`config.mk`:
```
export PLATFORM = sky130hd
export DESIGN_NAME = allbusy_irq_sched
export DESIGN_NICKNAME = d
export VERILOG_FILES = /design/src/rtl/abis_pkg.sv /design/src/rtl/abis_rr_pick.sv /design/src/rtl/abis_proc_next.sv /design/src/rtl/allbusy_irq_sched.sv
export SDC_FILE = /design/constraint.sdc
export NUM_CORES = 1
export LEC_CHECK = 0
export BUFFER_PORTS_ARGS = -buffer_cell sky130_fd_sc_hd__buf_4
export CAP_MARGIN = 20
export CORE_MARGIN = 5
export CORE_UTILIZATION = 59
export CTS_BUF_LIST = sky130_fd_sc_hd__clkbuf_16
export DETAILED_ROUTE_END_ITERATION = 8
export HOLD_SLACK_MARGIN = 0.03
export PLACE_DENSITY = 0.82
export SYNTH_ARGS = -nofsm -noshare
export SYNTH_HDL_FRONTEND = slang
export SYNTH_SLANG_ARGS = --single-unit
```
`constraint.sdc`:
```
create_clock -name clk -period 6.54 [get_ports clk]
set_input_delay 0.327 -clock clk [delete_from_list [all_inputs] [get_ports clk]]
set_output_delay 0.327 -clock clk [all_outputs]
set_load 0.01 [all_outputs]
```
`src/rtl/abis_pkg.sv`:
```
package abis_pkg;

    typedef enum logic [1:0] {
        PS_POLL    = 2'd0,
        PS_COMPUTE = 2'd1,
        PS_HANDLE  = 2'd2
    } pstate_e;

endpackage

```
`src/rtl/abis_rr_pick.sv`:
```
module abis_rr_pick #(
    parameter int N  = 4,
    parameter int PW = 2
) (
    input  logic [N-1:0]  req,
    input  logic [PW-1:0] start,
    output logic [N-1:0]  gnt,
    output logic [PW-1:0] idx,
    output logic          found
);
    int j;

    // first requester at or above start, wrapping past N-1
    always_comb begin
        gnt   = '0;
        idx   = '0;
        found = 1'b0;
        j     = 0;
        for (int k = 0; k < N; k++) begin
            j = int'(start) + k;
            if (j >= N) j = j - N;
            if (!found && req[j]) begin
                found  = 1'b1;
                gnt[j] = 1'b1;
                idx    = PW'(j);
            end
        end
    end
endmodule

```
`src/rtl/abis_proc_next.sv`:
```
module abis_proc_next
    import abis_pkg::*;
(
    input  pstate_e cur,
    input  logic    take,
    input  logic    resume_wr,
    input  logic    done_wr,
    output pstate_e nxt
);
    // dispatch first, then strobes; resume beats done
    always_comb begin
        nxt = cur;
        if (take)      nxt = PS_HANDLE;
        if (done_wr)   nxt = PS_POLL;
        if (resume_wr) nxt = PS_COMPUTE;
    end
endmodule

```
`src/rtl/allbusy_irq_sched.sv`:
```
module allbusy_irq_sched
    import abis_pkg::*;
#(
    parameter int NPROC = 4,
    localparam int PW = (NPROC > 1) ? $clog2(NPROC) : 1
) (
    input  logic             clk,
    input  logic             rst_n,
    input  logic             event_pending,
    input  logic [NPROC-1:0] resume_wr,
    input  logic [NPROC-1:0] done_wr,
    input  logic [NPROC-1:0] irq_ack,
    output logic [NPROC-1:0] irq,
    output logic [NPROC-1:0] dispatch_notify
);
    typedef struct packed {
        pstate_e [NPROC-1:0] st;
        logic [NPROC-1:0]    irq;
        logic [NPROC-1:0]    ntf;
        logic [PW-1:0]       ptr;
    } sched_s;

    sched_s r_d, r_q;

    logic [NPROC-1:0] poll_vec, cmp_vec, poll_gnt, cmp_gnt, take;
    logic [PW-1:0]    poll_idx, cmp_idx;
    logic             any_poll, cmp_found, irq_busy, clr, raise, disp_idle;
    pstate_e          st_nxt [NPROC];

    genvar g;
    generate
        for (g = 0; g < NPROC; g++) begin : g_proc
            assign poll_vec[g] = (r_q.st[g] == PS_POLL);
            assign cmp_vec[g]  = (r_q.st[g] == PS_COMPUTE);
            abis_proc_next i_next (
                .cur       (r_q.st[g]),
                .take      (take[g]),
                .resume_wr (resume_wr[g]),
                .done_wr   (done_wr[g]),
                .nxt       (st_nxt[g])
            );
        end
    endgenerate

    // polling workers: fixed priority, lowest index first
    abis_rr_pick #(.N(NPROC), .PW(PW)) i_poll_pick (
        .req   (poll_vec),
        .start ('0),
        .gnt   (poll_gnt),
        .idx   (poll_idx),
        .found (any_poll)
    );

    // computing workers: rotating start for interrupts
    abis_rr_pick #(.N(NPROC), .PW(PW)) i_cmp_pick (
        .req   (cmp_vec),
        .start (r_q.ptr),
        .gnt   (cmp_gnt),
        .idx   (cmp_idx),
        .found (cmp_found)
    );

    assign irq_busy  = |r_q.irq;
    assign clr       = irq_busy && (((r_q.irq & irq_ack) != '0) || any_poll);
    assign disp_idle = event_pending && any_poll;
    assign raise     = event_pending && !any_poll && !irq_busy && cmp_found;
    assign take      = disp_idle ? poll_gnt : (raise ? cmp_gnt : '0);

    always_comb begin
        r_d     = r_q;
        r_d.ntf = take;
        if (clr) r_d.irq = '0;
        if (raise) begin
            r_d.irq = cmp_gnt;
            r_d.ptr = (cmp_idx == PW'(NPROC - 1)) ? '0 : cmp_idx + 1'b1;
        end
        for (int i = 0; i < NPROC; i++) r_d.st[i] = st_nxt[i];
    end

    always_ff @(posedge clk) begin
        if (!rst_n) r_q <= '0;
        else        r_q <= r_d;
    end

    assign irq             = r_q.irq;
    assign dispatch_notify = r_q.ntf;

    // ---------------- assertions ----------------
    p_irq_onehot_r6: assert property (@(posedge clk) disable iff (!rst_n)
        $onehot0(irq));

    p_notify_onehot_r8: assert property (@(posedge clk) disable iff (!rst_n)
        $onehot0(dispatch_notify));

    p_irq_cause_r3: assert property (@(posedge clk) disable iff (!rst_n)
        ((irq & ~$past(irq)) != '0) |-> ($past(event_pending) && !$past(any_poll)));

    p_irq_with_notify_r5: assert property (@(posedge clk) disable iff (!rst_n)
        ((irq & ~$past(irq)) != '0) |-> ((irq & ~$past(irq)) == dispatch_notify));

    p_irq_hold_r6: assert property (@(posedge clk) disable iff (!rst_n)
        ((irq != '0) && !any_poll && ((irq & irq_ack) == '0)) |=> (irq == $past(irq)));

    p_ptr_range_r4: assert property (@(posedge clk) disable iff (!rst_n)
        (int'(r_q.ptr) < NPROC));

endmodule

```
======== Word level (Yosys, flattened, before mapping) ========
Cells that the tools add are included.
word-level totals
  register bits after elaboration ......... 18
  bits of input ports ..................... 15
  output and inout bits ................... 8
  logic and storage cells ................. 141
operators by class
  add/sub/neg operators ................... 8
  magnitude comparators ................... 12
  equality and inequality tests ........... 5
  mux-type cells .......................... 61
  bitwise logic cells ..................... 5
  reductions and logical operators ........ 39
operators with widths
  operator               number
  $ge 32x1->1 const B    4
  $lt 32x4->1 const B    4
  $mux 32                4
  $ge 32x4->1 const B    3
  $sub 32x4->32 const B  3
  $mux 4                 9
  $mux 1                 33
  $logic_and 1x1->1      15
  $mux 2                 6
  $or 4x4->4             3
  $reduce_bool 3->1      4
  $reduce_or 3->1        4
  $bmux 1 s2             4
  $demux 1 s2            4
  $eq 2x1->1 const B     4
  $logic_not 1->1        8
  $logic_not 2->1        4
  $add 2x2->3 const B    2
  $and 4x4->4            1
  $reduce_bool 4->1      1
  $reduce_or 4->1        1
  $sub 2x3->4 const B    1
  $add 2x1->3 const B    1
  $ge 2x3->1 const B     1
  6 further kinds        6

======== Depth between registers and ports, before layout ========
Gate-level depths: netlist of the first run.
  word-level depth ........................ 21
  depth in mapped cells ................... 9
  mapped depth without buffers ............ 7

======== Modules after synthesis ========
Synthesis of the first run repeated with hierarchy kept, for this count alone.
second synthesis, totals
  cells, all modules ...................... 194
  area, all modules ....................... 1808.0 um^2
by module, submodules not included
  module             instances  cells each  area each (um^2)  sequential area each (um^2)
  abis_rr_pick       2          48          460.4             0.0
  allbusy_irq_sched  1          82          807.0             360.3
  abis_proc_next     4          4           20.0              0.0

======== Least setup slack after synthesis of the first run ========
Ideal clock, no wire load.
  kind .................................... flip-flop to flip-flop
  start ................................... register (tool-made name)
  end ..................................... register r_q[15] in the netlist's numbering
  setup time .............................. 0.122 ns
  arrival ................................. 2.567 ns
  data required time ...................... 6.418 ns
  path slack .............................. 3.851 ns
  stages on the path, launching flop included .. 9
  path buffers ............................ 1
  period minus slack after synthesis ...... 2.689 ns
  path through ............................ dfxtp_1 buf_2 inv_1 ha_1 mux4_2 nor2b_4 a22o_1 o31a_1 o311a_1
RTL lines
  element               line                     RTL
  to (signal assigned)  allbusy_irq_sched.sv:82  else r_q <= r_d;
  to (decl)             allbusy_irq_sched.sv:23  sched_s r_d, r_q;

==> results of run 1 <==
[cells by family after synthesis]
group / after synthesis
AOI/OAI and AO/OA: 55
adders and majority gates: 8
buffers and inverters: 10
DFF: 18
muxes: 4
and+or+nand+nor: 59
[worst paths after layout]
| path | end | from | depth (start not counted) | slack (ps) |
|---|---|---|---|---|
| worst min-delay path | r_q[14]$_SDFFE_PN0P_ | resume_wr[2] | 3 | 290 |
| worst max register to register | dispatch_notify[0]$_SDFF_PN0_ | flop | 7 | 3280 |
| worst max-delay path | dispatch_notify[0]$_SDFF_PN0_ | flop | 7 | 3280 |
| worst min register to register | irq[1]$_SDFFE_PN0P_ | irq[1]$_SDFFE_PN0P_ | 2 | 520 |
[registers in the layout, indices dropped and copies added, names as in the netlist, named ones only]
register and cells:
dispatch_notify 4, irq 4, r_q 9
[metrics by stage]
stage                     cell area, um^2  instances  power [mW]
after floorplan                      1310        154       0.149
after global placement               1490        199       0.164
after detailed placement             1490        199       0.166
after CTS                            1560        202       0.285
after global routing                 1560        202       0.298
final                                1560        202       0.285
[worst min-delay path, stage by stage]
cell and delay [ps]:
sky130_fd_sc_hd__buf_4 90, sky130_fd_sc_hd__nand2_1 40, sky130_fd_sc_hd__o21ai_0 50
[placed cells by master, fill, tap and decap left out, drive strengths merged, types with 4 or more instances in the layout]
| cell | synthesis | final |
|---|---|---|
| ha | 8 | 8 |
| dfxtp | 18 | 18 |
| inv | 5 | 5 |
| nor3 | 4 | 4 |
| o21ai | 13 | 13 |
| a22o | 4 | 4 |
| nand2b | 5 | 5 |
| nor2 | 9 | 9 |
| buf | 3 | 22 |
| nand2 | 14 | 14 |
| nor2b | 6 | 6 |
| a31oi | 5 | 5 |
| o311a | 4 | 4 |
| a21oi | 4 | 4 |
| nand3 | 7 | 7 |
[power breakdown]
| part | internal [mW] | total (mW) | switching [mW] |
|---|---|---|---|
| clock | 0.0804 | 0.120 | 0.0397 |
| sequential | 0.113 | 0.116 | 0.00353 |
| combinational | 0.0218 | 0.0483 | 0.0265 |
[per-layer routing]
layer  up-vias  share of wire  global-route usage
met5         -              0                   0
met4         0          0.022              0.0894
met3        11          0.068              0.0498
met2        67           0.48               0.346
met1       631           0.43               0.288
li1        637              -                   -
[area by class of cell]
cell class                      count  area [um^2]
Clock buffer                        3         75.1
Fill cell                         175          606
Inverter                            5         18.8
Multi-Input combinational cell    126          910
Sequential cell                    18          360
Tap cell                           28         35.0
Timing Repair Buffer               22          165
==> flow_metrics.py, run 1 <==
metrics = {
    "timing": {
        "hold-worst-slack_ps": 286,
        "final-max-slew-violation-count": 0,
        "slew_headroom": 0.603,
        "period_share": 0.499,
        "fmax_ghz": 0.306,
        "post-route-worst-setup-slack_ps": 3280,
        "fin_worst_skew_ps": 2.65,
        "finalHoldViolations": 0,
        "worst-slew-pin-transition_ps": 596,
        "rsz_0062_raised_after_global_routing": "no",
        "tns_ps": 0,
        "finalCriticalPeriod_ps": 3260,
        "finalSetupViolations": 0,
    },
    "critical_path": {
        "path_max_fanout": 14,
        "worstPathArrival_ps": 3370,
        "worstPathRequired_ps": 6650,
        "timing.critical_path.buf_inv": 1,
        "timing.critical_path.max_delay_family": "compound AO/OA/AOI/OAI gates",
        "critPathKind": "reg2reg",
        "slowest_stage": "sky130_fd_sc_hd__dfxtp_1",
        "worstPathCellList": "inv_1 -> ha_1 -> mux4_2 -> nor2b_4 -> a22o_1 -> a221oi_1 -> o21ai_0",
        "crit_path_end_kind": "flop",
        "cp_slowest_stage_delay_ps": 630,
        "worst_setup_path_start_kind": "flop",
    },
    "synth": {
        "postSynthCellCount": 154,
        "synth_edf_count": 0,
        "synth_simple_gate_area_share": 0.251,
        "synth_compound_area_frac": 0.308,
        "asr_flop_ratio_synth": 0,
        "yosys_warnings": 0,
        "synthTopCellsByCount": "sky130_fd_sc_hd__dfxtp_1, sky130_fd_sc_hd__nand2_1, sky130_fd_sc_hd__o21ai_0",
        "synth_cell_type_count": 44,
        "largest_family_of_logic_cells_by_synthesized_area": "compound AO/OA/AOI/OAI gates",
        "synth_area_leaders": "sky130_fd_sc_hd__dfxtp_1, sky130_fd_sc_hd__ha_1, sky130_fd_sc_hd__mux4_2",
        "synth-xor-area-share": 0,
        "ys_dominant_reg_cell": "sky130_fd_sc_hd__dfxtp_1",
        "muxShareOfSynthArea": 0.0593,
        "synth.cell_area_mm2": 0.00131,
        "yosysMostFrequentCell": "sky130_fd_sc_hd__dfxtp_1",
        "synth_largest_type_area_fraction": 0.275,
        "yosysTopAreaCell": "sky130_fd_sc_hd__dfxtp_1",
        "synth_seq_area_share": 0.275,
        "synth_area_per_cell_um2": 8.50,
        "postSynthNetCount": 177,
        "post_synthesis_sequential_element_count": 18,
        "synth-adder-area-share": 0.0765,
    },
    "routing": {
        "drc": 0,
        "viasPerCell": 6.66,
        "post_drt_wl_per_cell_um": 17.0,
        "num_vias": 1346,
        "final_antenna_net_count": 0,
        "drt-total-wl_mm": 3.43,
        "drt_iter0_markers": 66,
        "detail_route.first_pass.iterations": 4,
    },
    "placement": {
        "place_ws_ps": 3320,
        "hpwl_mm": 2.54,
        "gp_routability_congestion": 0.898,
        "buffer_ports.inserted": 22,
    },
    "clock_tree": {
        "cts-resized-gates": 0,
        "ctsLongestPathBuffers": 2,
        "clk_pin_slew_ps": 50,
        "clock-root-buffer": "sky130_fd_sc_hd__clkbuf_16",
        "post-cts-setup-buffers": 0,
        "clock_latency_at_the_later_pin_of_the_worst_skew_pair_ps": 250,
        "tritoncts.num_buffers": 3,
        "clock_tree.htree_level_count": 1,
        "cts_tree": "built",
        "numClockSinks": 18,
        "hold_buffers": 0,
    },
    "worst_hold_path": {
        "min-delay-path-class": "in2reg",
    },
    "die": {
        "die_area_mm2": 0.00326,
        "initial_utilization": 0.603,
        "top_level_ports": 23,
        "horiz_die_dim_um": 57.1,
        "placement_row_count": 17,
        "design.core.area_mm2": 0.00217,
        "die_height_um": 57.1,
    },
    "grt": {
        "grt_antenna_before_repair": 0,
        "grtUsageTotal": 0.219,
        "first_pass_grt_wire_length_mm": 5.66,
        "via_count_of_the_first_global_routing_pass": 1259,
        "grt_start_max_net_pins": 23,
        "grt_overflow_total": 0,
    },
    "final_layout": {
        "layout_cells_sized_above_1": 0.201,
        "utilization": 0.721,
        "areaGrowthSynthToFinish_pct": 19.5,
        "antenna-diode-count": 0,
        "final_nets": 199,
    },
    "status": {
        "status": "complete, no violations",
    },
    "job": {
        "drv.max_cap_violation_count": 0,
    },
    "power": {
        "vdd_ir_drop_max_v": 0.000166,
        "powerDensity_mw_per_mm2": 182,
        "leakagePower_nw": 0.640,
    },
}
No activity file was read; power rests on OpenSTA's default activity.
==> inputs of run 2 (changes only) <==
--- a/config.mk
+++ b/config.mk
@@ -8,11 +8,11 @@
 export BUFFER_PORTS_ARGS = -buffer_cell sky130_fd_sc_hd__buf_4
 export CAP_MARGIN = 20
 export CORE_MARGIN = 5
-export CORE_UTILIZATION = 59
+export CORE_UTILIZATION = 55
 export CTS_BUF_LIST = sky130_fd_sc_hd__clkbuf_16
 export DETAILED_ROUTE_END_ITERATION = 8
 export HOLD_SLACK_MARGIN = 0.03
-export PLACE_DENSITY = 0.82
+export PLACE_DENSITY = 0.77
 export SYNTH_ARGS = -nofsm -noshare
 export SYNTH_HDL_FRONTEND = slang
 export SYNTH_SLANG_ARGS = --single-unit
==> constraint.sdc (replaced) <==
create_clock -name clk -period 3.3 [get_ports clk]
set_input_delay 0.165 -clock clk [delete_from_list [all_inputs] [get_ports clk]]
set_output_delay 0.165 -clock clk [all_outputs]
set_load 0.01 [all_outputs]
==> run 2 against run 1 <==
Compared with the run above:
- utilization fell by 1.2 points
- sequential share of layout area fell by 0.27 points
- wire length rose by 0.70%
- first-iteration DRC count rose by 14%
- non-clock buffer count rose by 2
- count of clock-buffer cells in the layout did not move
- clock skew barely moved
- worst hold slack got worse by 170 ps
- clock power rose by 110%
- via count rose by 0.82%
- power rose by 100%
==> flow_metrics.py, run 2 (synthesis results as in run 1) <==
metrics = {
    "timing": {
        "fin_worst_skew_ps": 2.24,
        "period_share": 0.922,
        "fmax_ghz": 0.329,
        "worst-slew-pin-transition_ps": 618,
        "hold-worst-slack_ps": 119,
        "finalCriticalPeriod_ps": 3040,
        "post-route-worst-setup-slack_ps": 259,
        "rsz_0062_raised_after_global_routing": "no",
        "slew_headroom": 0.584,
        "final-max-slew-violation-count": 0,
        "finalHoldViolations": 0,
        "tns_ps": 0,
        "finalSetupViolations": 0,
    },
    "critical_path": {
        "slowest_stage": "sky130_fd_sc_hd__mux4_2",
        "worstPathArrival_ps": 3180,
        "path_max_fanout": 12,
        "timing.rr.start": "r_q[1]$_SDFFE_PN0P_",
        "critPathKind": "reg2reg",
        "worstPathRequired_ps": 3440,
        "worstPathCellList": "inv_1 -> ha_1 -> mux4_2 -> nor2b_4 -> a22o_1 -> o31a_1 -> o311a_1",
        "setup.worst_path.start": "r_q[1]$_SDFFE_PN0P_",
        "cp_slowest_stage_delay_ps": 610,
        "worst_setup_path_start_kind": "flop",
        "crit_path_end_kind": "flop",
    },
    "job": {
        "drv.max_cap_violation_count": 0,
    },
    "power": {
        "leakagePower_nw": 0.651,
        "power.net_switching_mw": 0.144,
        "switching_share": 0.252,
        "intPower_mw": 0.428,
        "vdd_ir_drop_max_v": 0.000347,
        "pwr-share-comb": 0.167,
        "pwr-share-clk": 0.431,
        "powerDensity_mw_per_mm2": 362,
        "p_seq_frac": 0.402,
    },
    "clock_tree": {
        "clock_tree.htree_level_count": 1,
        "hold_buffers": 0,
        "tritoncts.num_buffers": 3,
        "numClockSinks": 18,
        "clock-root-buffer": "sky130_fd_sc_hd__clkbuf_16",
        "clk_pin_slew_ps": 50,
        "ctsLongestPathBuffers": 2,
        "post-cts-setup-buffers": 0,
        "cts-resized-gates": 0,
        "cts_tree": "built",
        "clock_latency_at_the_later_pin_of_the_worst_skew_pair_ps": 250,
    },
    "final_layout": {
        "largest_register_ffs": 9,
        "leading_cell_type_in_the_layout_fill_and_taps_excluded": "sky130_fd_sc_hd__buf_4",
        "layout_cells_sized_above_1": 0.209,
        "areaGrowthSynthToFinish_pct": 20.9,
        "antenna-diode-count": 0,
        "max_flop_register": "r_q",
        "final_design_area_no_fill_mm2": 0.00158,
        "layout_common_cells": "sky130_fd_sc_hd__buf_4, sky130_fd_sc_hd__dfxtp_1, sky130_fd_sc_hd__nand2_1, sky130_fd_sc_hd__o21ai_0, sky130_fd_sc_hd__nor2_1",
        "final_nets": 201,
    },
    "routing": {
        "detail_route.first_pass.iterations": 4,
        "drt_iter0_markers": 75,
        "drc": 0,
        "num_vias": 1357,
        "final_antenna_net_count": 0,
        "viasPerCell": 6.62,
        "post_drt_wl_per_cell_um": 16.9,
        "drt-total-wl_mm": 3.46,
    },
    "die": {
        "top_level_ports": 23,
        "horiz_die_dim_um": 58.8,
        "initial_utilization": 0.586,
        "placement_row_count": 17,
        "die_area_mm2": 0.00346,
        "die_height_um": 58.8,
        "design.core.area_mm2": 0.00223,
    },
    "worst_hold_path": {
        "min-delay-path-class": "in2reg",
        "hold_start": "resume_wr[2]",
    },
    "placement": {
        "hpwl_mm": 2.59,
        "place_ws_ps": 279,
        "post_dp_cell_area_mm2": 0.00150,
        "buffer_ports.inserted": 22,
        "gp_routability_congestion": 1.03,
    },
    "grt": {
        "grt_antenna_before_repair": 0,
        "grt_start_max_net_pins": 23,
        "grtUsageTotal": 0.210,
        "grt_overflow_total": 0,
        "first_pass_grt_wire_length_mm": 5.62,
        "via_count_of_the_first_global_routing_pass": 1268,
    },
    "status": {
        "status": "complete, no violations",
    },
}
[run 2: cell count changes in the layout (fill, tap and decap cells not counted), sizes merged]
| cell | delta |
|---|---|
| clkinv | +1 |
| buf | +2 |
[run 2: stage by stage]
stage,instances,util,total power [mW]
after floorplan,154,-,0.295
after global placement,201,0.673,0.325
after detailed placement,201,0.673,0.328
after CTS,205,0.709,0.573
after global routing,205,0.709,0.595
final,205,0.709,0.572
[run 2: cell type report]
type,instances,area [um^2]
flip-flops and latches,18,360
inverters,5,18.8
well taps,28,35.0
multi-input cells,126,910
clock inverters,1,3.75
repair buffers,24,180
clock buffers,3,75.1
fillers,181,651
[run 2: path summary, 6_finish.rpt]
kind                           to  slack [ps]  cells past startpoint
min reg2reg   irq[0]$_SDFFE_PN0P_         510                      2
max          r_q[15]$_SDFFE_PP0P_         260                      7
min          r_q[14]$_SDFFE_PN0P_         120                      3
max reg2reg  r_q[15]$_SDFFE_PP0P_         260                      7
[run 2: power groups by stage]
stage | clock network, mW | registers [mW] | logic (mW)
floorplan | 0 | 0.234 | 0.0609
global placement | 0 | 0.234 | 0.0912
detailed placement | 0 | 0.235 | 0.0936
CTS | 0.249 | 0.230 | 0.0942
global route | 0.260 | 0.231 | 0.104
finish | 0.247 | 0.230 | 0.0955
[run 2: critical path: cells and delay by family (launching register included)]
kind            cells  cell delay, ps
compound gates      3             890
simple gates        1             170
buf+inv             1             200
flops               1             520
mux                 1             610
fa+ha+maj           1             550
[run 2: routing by layer]
layer,wire (um),vias to the layer above,global-route usage
li1,-,648,-
met1,1460,641,0.273
met2,1650,57,0.336
met3,243,11,0.0417
met4,97,0,0.0906
met5,0,-,0
